$ cat src/rtl/vtof_pkg.sv
package vtof_pkg;

   // bit positions inside the polarity vector and the capture register
   localparam int SIG_FIELD = 0;
   localparam int SIG_BLANK = 1;
   localparam int SIG_HS    = 2;
   localparam int SIG_VS    = 3;
   localparam int SIG_DV    = 4;
   localparam int SIG_VBI   = 5;
   localparam int NSIG      = 6;

   // format codes; anything not listed as wide is treated as narrow
   localparam logic [2:0] FMT_Y8    = 3'd0;
   localparam logic [2:0] FMT_B656  = 3'd1;
   localparam logic [2:0] FMT_Y16   = 3'd2;
   localparam logic [2:0] FMT_RGB15 = 3'd3;
   localparam logic [2:0] FMT_RGB16 = 3'd4;

   typedef enum logic [1:0] {
      FZ_RUN  = 2'd0,
      FZ_PEND = 2'd1,
      FZ_HELD = 2'd2,
      FZ_REL  = 2'd3
   } fz_state_e;

endpackage

$ cat src/rtl/vtof_freeze_ctl.sv
module vtof_freeze_ctl
   import vtof_pkg::*;
(
   input  logic clk,
   input  logic rst_n,
   input  logic freeze_req,
   input  logic field_end,
   input  logic field_start,
   output logic cap
);

   fz_state_e st_q, st_d;

   always_comb begin
      st_d = st_q;
      cap  = 1'b0;
      case (st_q)
         FZ_RUN: begin
            cap = 1'b1;
            if (freeze_req) st_d = field_end ? FZ_HELD : FZ_PEND;
         end
         FZ_PEND: begin
            cap = 1'b1;
            if (!freeze_req)    st_d = FZ_RUN;
            else if (field_end) st_d = FZ_HELD;
         end
         FZ_HELD: begin
            if (!freeze_req) begin
               if (field_start) begin
                  cap  = 1'b1;
                  st_d = FZ_RUN;
               end else begin
                  st_d = FZ_REL;
               end
            end
         end
         FZ_REL: begin
            if (freeze_req) st_d = FZ_HELD;
            else if (field_start) begin
               cap  = 1'b1;
               st_d = FZ_RUN;
            end
         end
         default: st_d = FZ_RUN;
      endcase
   end

   always_ff @(posedge clk or negedge rst_n) begin
      if (!rst_n) st_q <= FZ_RUN;
      else        st_q <= st_d;
   end

endmodule

$ cat src/rtl/vtof_dvalid_gen.sv
module vtof_dvalid_gen
   import vtof_pkg::*;
#(
   parameter int FMT_W = 3
) (
   input  logic             clk,
   input  logic             rst_n,
   input  logic             cap,
   input  logic [FMT_W-1:0] fmt,
   input  logic             dv_duty,
   input  logic             dv_line,
   input  logic             active,
   input  logic             active_line,
   input  logic             line_lock,
   input  logic             pix_stb,
   output logic             dv_next,
   output logic             gate_en
);

   localparam logic [FMT_W-1:0] W_LO = FMT_W'(FMT_Y16);
   localparam logic [FMT_W-1:0] W_HI = FMT_W'(FMT_RGB16);

   logic wide, window, ph_q, half_rate;

   assign wide      = (fmt >= W_LO) && (fmt <= W_HI);
   assign window    = dv_line | (active & active_line);
   assign half_rate = wide & ~dv_duty & window;

   always_comb begin
      if (wide) begin
         if (dv_duty) dv_next = window & line_lock;
         else         dv_next = window & ~ph_q;
      end else begin
         dv_next = pix_stb;
      end
   end

   assign gate_en = ~wide & dv_line;

   // phase advances only while timing is being captured so a frozen
   // strobe resumes on the same phase it stopped on
   always_ff @(posedge clk or negedge rst_n) begin
      if (!rst_n)   ph_q <= 1'b0;
      else if (cap) ph_q <= half_rate ? ~ph_q : 1'b0;
   end

endmodule

$ cat src/rtl/vtof_pol_stage.sv
module vtof_pol_stage #(
   parameter int N = 6
) (
   input  logic [N-1:0] raw,
   input  logic [N-1:0] pol,
   output logic [N-1:0] pin
);

   for (genvar g = 0; g < N; g++) begin : g_bit
      assign pin[g] = pol[g] ? raw[g] : ~raw[g];
   end

endmodule

$ cat src/rtl/vid_timing_fmt.sv
module vid_timing_fmt
   import vtof_pkg::*;
#(
   parameter int FMT_W       = 3,
   parameter bit CLK_GATE_EN = 1'b1
) (
   input  logic             clk,
   input  logic             rst_n,
   input  logic [FMT_W-1:0] cfg_fmt,
   input  logic [NSIG-1:0]  cfg_pol,
   input  logic             cfg_freeze,
   input  logic             cfg_dv_duty,
   input  logic             cfg_dv_line,
   input  logic             cfg_pix_oe,
   input  logic             cfg_tim_oe,
   input  logic             r_hsync,
   input  logic             r_vsync,
   input  logic             r_blank,
   input  logic             r_field_odd,
   input  logic             r_active,
   input  logic             r_active_line,
   input  logic             r_vbi,
   input  logic             r_pix_stb,
   input  logic             r_line_lock,
   input  logic             r_field_end,
   input  logic             r_field_start,
   output logic             hsync_o,
   output logic             vsync_o,
   output logic             blank_o,
   output logic             field_o,
   output logic             dvalid_o,
   output logic             vbivalid_o,
   output logic             pix_oe_o,
   output logic             tim_oe_o
);

   if (FMT_W < 3) begin : g_bad_fmt_w
      $error("vid_timing_fmt: FMT_W must hold codes up to 4");
   end

   logic            cap, dv_next, gate_en, dv_view;
   logic [NSIG-1:0] raw_d, raw_q, raw_v, pin;

   vtof_freeze_ctl u_fz (
      .clk        (clk),
      .rst_n      (rst_n),
      .freeze_req (cfg_freeze),
      .field_end  (r_field_end),
      .field_start(r_field_start),
      .cap        (cap)
   );

   vtof_dvalid_gen #(.FMT_W(FMT_W)) u_dv (
      .clk        (clk),
      .rst_n      (rst_n),
      .cap        (cap),
      .fmt        (cfg_fmt),
      .dv_duty    (cfg_dv_duty),
      .dv_line    (cfg_dv_line),
      .active     (r_active),
      .active_line(r_active_line),
      .line_lock  (r_line_lock),
      .pix_stb    (r_pix_stb),
      .dv_next    (dv_next),
      .gate_en    (gate_en)
   );

   always_comb begin
      raw_d            = '0;
      raw_d[SIG_FIELD] = r_field_odd;
      raw_d[SIG_BLANK] = r_blank;
      raw_d[SIG_HS]    = r_hsync;
      raw_d[SIG_VS]    = r_vsync;
      raw_d[SIG_DV]    = dv_next;
      raw_d[SIG_VBI]   = r_vbi;
   end

   always_ff @(posedge clk or negedge rst_n) begin
      if (!rst_n)   raw_q <= '0;
      else if (cap) raw_q <= raw_d;
   end

   always_ff @(posedge clk or negedge rst_n) begin
      if (!rst_n) begin
         pix_oe_o <= 1'b0;
         tim_oe_o <= 1'b0;
      end else begin
         pix_oe_o <= cfg_pix_oe;
         tim_oe_o <= cfg_tim_oe;
      end
   end

   if (CLK_GATE_EN) begin : g_gate
      logic gate_q;
      always_ff @(posedge clk or negedge rst_n) begin
         if (!rst_n) gate_q <= 1'b0;
         else        gate_q <= gate_en;
      end
      assign dv_view = raw_q[SIG_DV] & (~gate_q | clk);
   end else begin : g_nogate
      assign dv_view = raw_q[SIG_DV];
   end

   always_comb begin
      raw_v         = raw_q;
      raw_v[SIG_DV] = dv_view;
   end

   vtof_pol_stage #(.N(NSIG)) u_pol (
      .raw(raw_v),
      .pol(cfg_pol),
      .pin(pin)
   );

   assign field_o    = pin[SIG_FIELD];
   assign blank_o    = pin[SIG_BLANK];
   assign hsync_o    = pin[SIG_HS];
   assign vsync_o    = pin[SIG_VS];
   assign dvalid_o   = pin[SIG_DV];
   assign vbivalid_o = pin[SIG_VBI];

endmodule

$ cat config.mk
export PLATFORM = sky130hd
export DESIGN_NAME = vid_timing_fmt
export DESIGN_NICKNAME = d
export VERILOG_FILES = /design/src/rtl/vtof_pkg.sv /design/src/rtl/vtof_freeze_ctl.sv /design/src/rtl/vtof_dvalid_gen.sv /design/src/rtl/vtof_pol_stage.sv /design/src/rtl/vid_timing_fmt.sv
export SDC_FILE = /design/constraint.sdc
export NUM_CORES = 1
export LEC_CHECK = 0
export ABC_AREA = 1
export BUFFER_PORTS_ARGS = -buffer_cell sky130_fd_sc_hd__buf_4
export CORE_MARGIN = 2
export CORE_UTILIZATION = 39
export DETAILED_ROUTE_END_ITERATION = 10
export GPL_ROUTABILITY_DRIVEN = 1
export PLACE_DENSITY = 0.73
export REMOVE_ABC_BUFFERS = 1
export SLEW_MARGIN = 20
export SYNTH_ARGS = -nofsm -noshare
export SYNTH_HDL_FRONTEND = slang
export SYNTH_SLANG_ARGS = --single-unit
$ cat constraint.sdc
create_clock -name clk -period 1.15 [get_ports clk]
set_clock_uncertainty 0.1 [all_clocks]
set_input_delay 0.0575 -clock clk [delete_from_list [all_inputs] [get_ports clk]]
set_output_delay 0.0575 -clock clk [all_outputs]
set_load 0.005 [all_outputs]
==> summary.md <==
| Metric | Value |
|---|---|
| Failing checks | `setup timing` |
| Distinct cells, synth | `14` |
| CP max stage delay | `0.34 ns` |
| Worst-path fanout max | `1` |
| Die area | `0.00212 mm^2` |
| Starting Density | `0.409` |
| Power per Cell Area | `1680 mW/mm^2` |
| Cells after DPL | `between 100 and 150` |
| Worst hold path class | `in2reg` |
| Critical-path cell list | `inv_2, o21ai_2, xor2_1, buf_4` |
| ANT cells | `0` |
| Die Y | `46.1 um` |
| Clk Latency, worst-skew pair | `0.39 ns` |
| Reg2Reg Depth | `6` |
| CTS tree | `yes` |
| Width of the die | `roughly 46 um` |
| Routed WL per cell | `around 11 um` |
| VDD IR-drop max | `approximately 0.0013 V` |
| Tot Pwr | `2.14 mW` |
| P_leak | `0.704 nW` |
| Post-synthesis sequential area ratio | `0.435` |
| Row count | `15` |
| Vias in the first global route | `775` |
| Layout cells sized above 1 | `0.354` |
| Main synth FF type | `dfrtp_1` |
| Core area | `0.00169 mm^2` |
| Setup crit start kind | `flop` |
| WS Path Type | `reg2out` |
| Mux cell area share after synthesis | `0` |
| Final antenna-violating net count | `0` |
| Final hold slack | `~0.22 ns` |
| Vias | `822` |
| F_max | `742 MHz` |
| Area growth syn-to-layout | `84.4%` |
| First-pass GRT wire length | `3000 um` |
| Slowest cell on crit path | `dfrtp_1` |
| GRT Residual Overflow | `0` |
| Relative slew slack | `0.838` |
| Mapped Area | `691 um^2` |
| Max Cap Violations | `0` |
| Share of the synthesized area in the top cell type | `0.435` |
| Least-Margin Pin Slew | `~0.24 ns` |
| Final worst slack | `-0.197 ns` |
| Largest net degree at the start of global routing | `13` |
| Final nets | `189` |
| CP endpoint kind | `primary output` |
| Arr. time, crit path | `1.19 ns` |
| Post-Layout Cell Count | `178` |
| Iter 0 DRT Violations | `14` |
| Cells after Synth | `97` |
| Hold path depth | `2` |
| Area contributors post-synth | `dfrtp_1 43%, nand2_1 22%, inv_1 8.7%` |
| Part of the cycle the worst path needs | `1.17` |
| Ys async rst share | `1.00` |
| EDFF count, synth | `0` |
| Drt pass-1 iters | `4` |
| Port Buffers | `34` |
| Ports | `35` |
| Initial antenna violation count | `0` |
| RSZ-0062 raised after global routing | `true` |
| Post-synthesis adder-cell area fraction | `0` |
| Final min period | `1.35 ns` |
| Crit path required time | `0.99 ns` |
| Simple-gate portion of the synthesized area | `0.328` |
| Synth Register Bits | `12` |
| Cell taking the most area after synthesis | `dfrtp_1` |
| Synth warn | `0` |
| WL final | `2030 um` |
| Commonest cells post-synth | `40 x nand2_1, 16 x inv_1, 12 x dfrtp_1` |
| Largest family of logic cells by synthesized area | `simple AND/OR/NAND/NOR gates` |
| Post-Synth XOR/XNOR Area | `0.0761` |
| Slew Limit Fails | `0` |
| Status | `finished with violations` |
| Clk slew on worst S/H paths | `roughly 0.080 ns` |
| Synthesized area per cell | `7.12 um^2` |
| # setup viols final | `8` |
| Final GP Congestion | `0.774` |
| GR Util All Layers | `0.207` |
| # DRC | `0` |
| Cell with the most instances after synthesis | `nand2_1` |
| Vias per cell | `4.62` |
| HPWL Detailed | `~1300 um` |
| Final hold violations | `0` |
| Synth Area in Compound Gates | `0.0525` |
-- power by group --
| group | internal [mW] | leakage, nW | switching [mW] | total, mW |
|---|---|---|---|---|
| Sequential | 0.554 | 0.144 | 0.151 | 0.705 |
| Combinational | 0.497 | 0.520 | 0.428 | 0.925 |
| Clock | 0.311 | 0.0411 | 0.199 | 0.510 |
| Total | 1.36 | 0.704 | 0.777 | 2.14 |
-- per-layer routing --
metal,GRT usage,share of wire,up-vias
li1,-,-,416
met1,0.220,0.41,371
met2,0.344,0.51,33
met3,0.0902,0.068,2
met4,0.103,0.0084,0
met5,0,0,-
-- repair_timing --
item | CTS | global route
pin swaps | 3 | 2
setup endpoints to repair | 15 | 20
resized for setup | 7 | 8
gates cloned | 0 | 0
hold endpoints to repair | 24 | 12
buffers inserted | 2 | 1
hold buffers | 21 | 1
-- registers in the layout (all words and copies together) (netlist names) --
register	cells
raw_q	6
u_dv.ph_q	1
pix_oe_o	1
u_fz.st_q	2
tim_oe_o	1
g_gate.gate_q	1
-- worst max-delay path: cells and delay by family, from the launching register on --
family                 cells  cell delay (ns)
flip-flops                 1             0.34
buffers and inverters      2             0.17
XOR/XNOR                   1             0.17
AO/OA/AOI/OAI              1             0.12
-- logic make-up (layout without fill, tap and decap cells) --
logic type	count (synthesis)	count (layout)
xor+xnor	6	6
flops	12	12
compound gates	5	5
buf+inv	18	82
simple gates	56	56
-- area by class of cell --
class                   instances  area (um^2)
multi-input cells              67          335
flip-flops and latches         12          303
fillers                       119          415
inverters                      17         63.8
clock buffers                   7         58.8
well taps                      17         21.3
repair buffers                 58          492
-- metrics by stage --
stage	util	setup WS (ns)	instance area, um^2	setup TNS [ns]
final	0.754	-0.197	1270	-0.584
after detailed placement	0.570	-0.0640	963	-0.151
after CTS	0.741	-0.211	1250	-1.26
after global routing	0.754	-0.279	1270	-1.12
after floorplan	-	0.0511	679	0
after global placement	0.570	-0.0282	963	-0.0282
-- placed cells by master, fill, tap and decap left out --
master         instances
nor2_4                 1
nor2_1                 4
clkbuf_4               5
xor2_1                 1
o21ai_4                1
clkbuf_8               1
nand2_1               39
o21ai_1                2
dfrtp_2                2
nand2_2                3
inv_1                 14
buf_4                 37
buf_6                  1
inv_2                  3
nand3_1                7
a21oi_2                1
xnor2_1                5
dlygate4sd3_1         21
o21ai_2                1
nor2_2                 1
dfrtp_1               10
nand4_1                1
-- path summary, 6_finish.rpt --
check                                to  slack [ns]          start
max in group asynchronous      raw_q[3]        0.32          rst_n
hold reg to reg                raw_q[3]        0.39       raw_q[3]
setup reg to reg           u_fz.st_q[1]       -0.01   u_fz.st_q[1]
setup / recovery               dvalid_o       -0.20  g_gate.gate_q
hold / removal                 tim_oe_o        0.22     cfg_tim_oe
min in group asynchronous      raw_q[1]        0.47          rst_n
(Power assumes the default switching activity.)
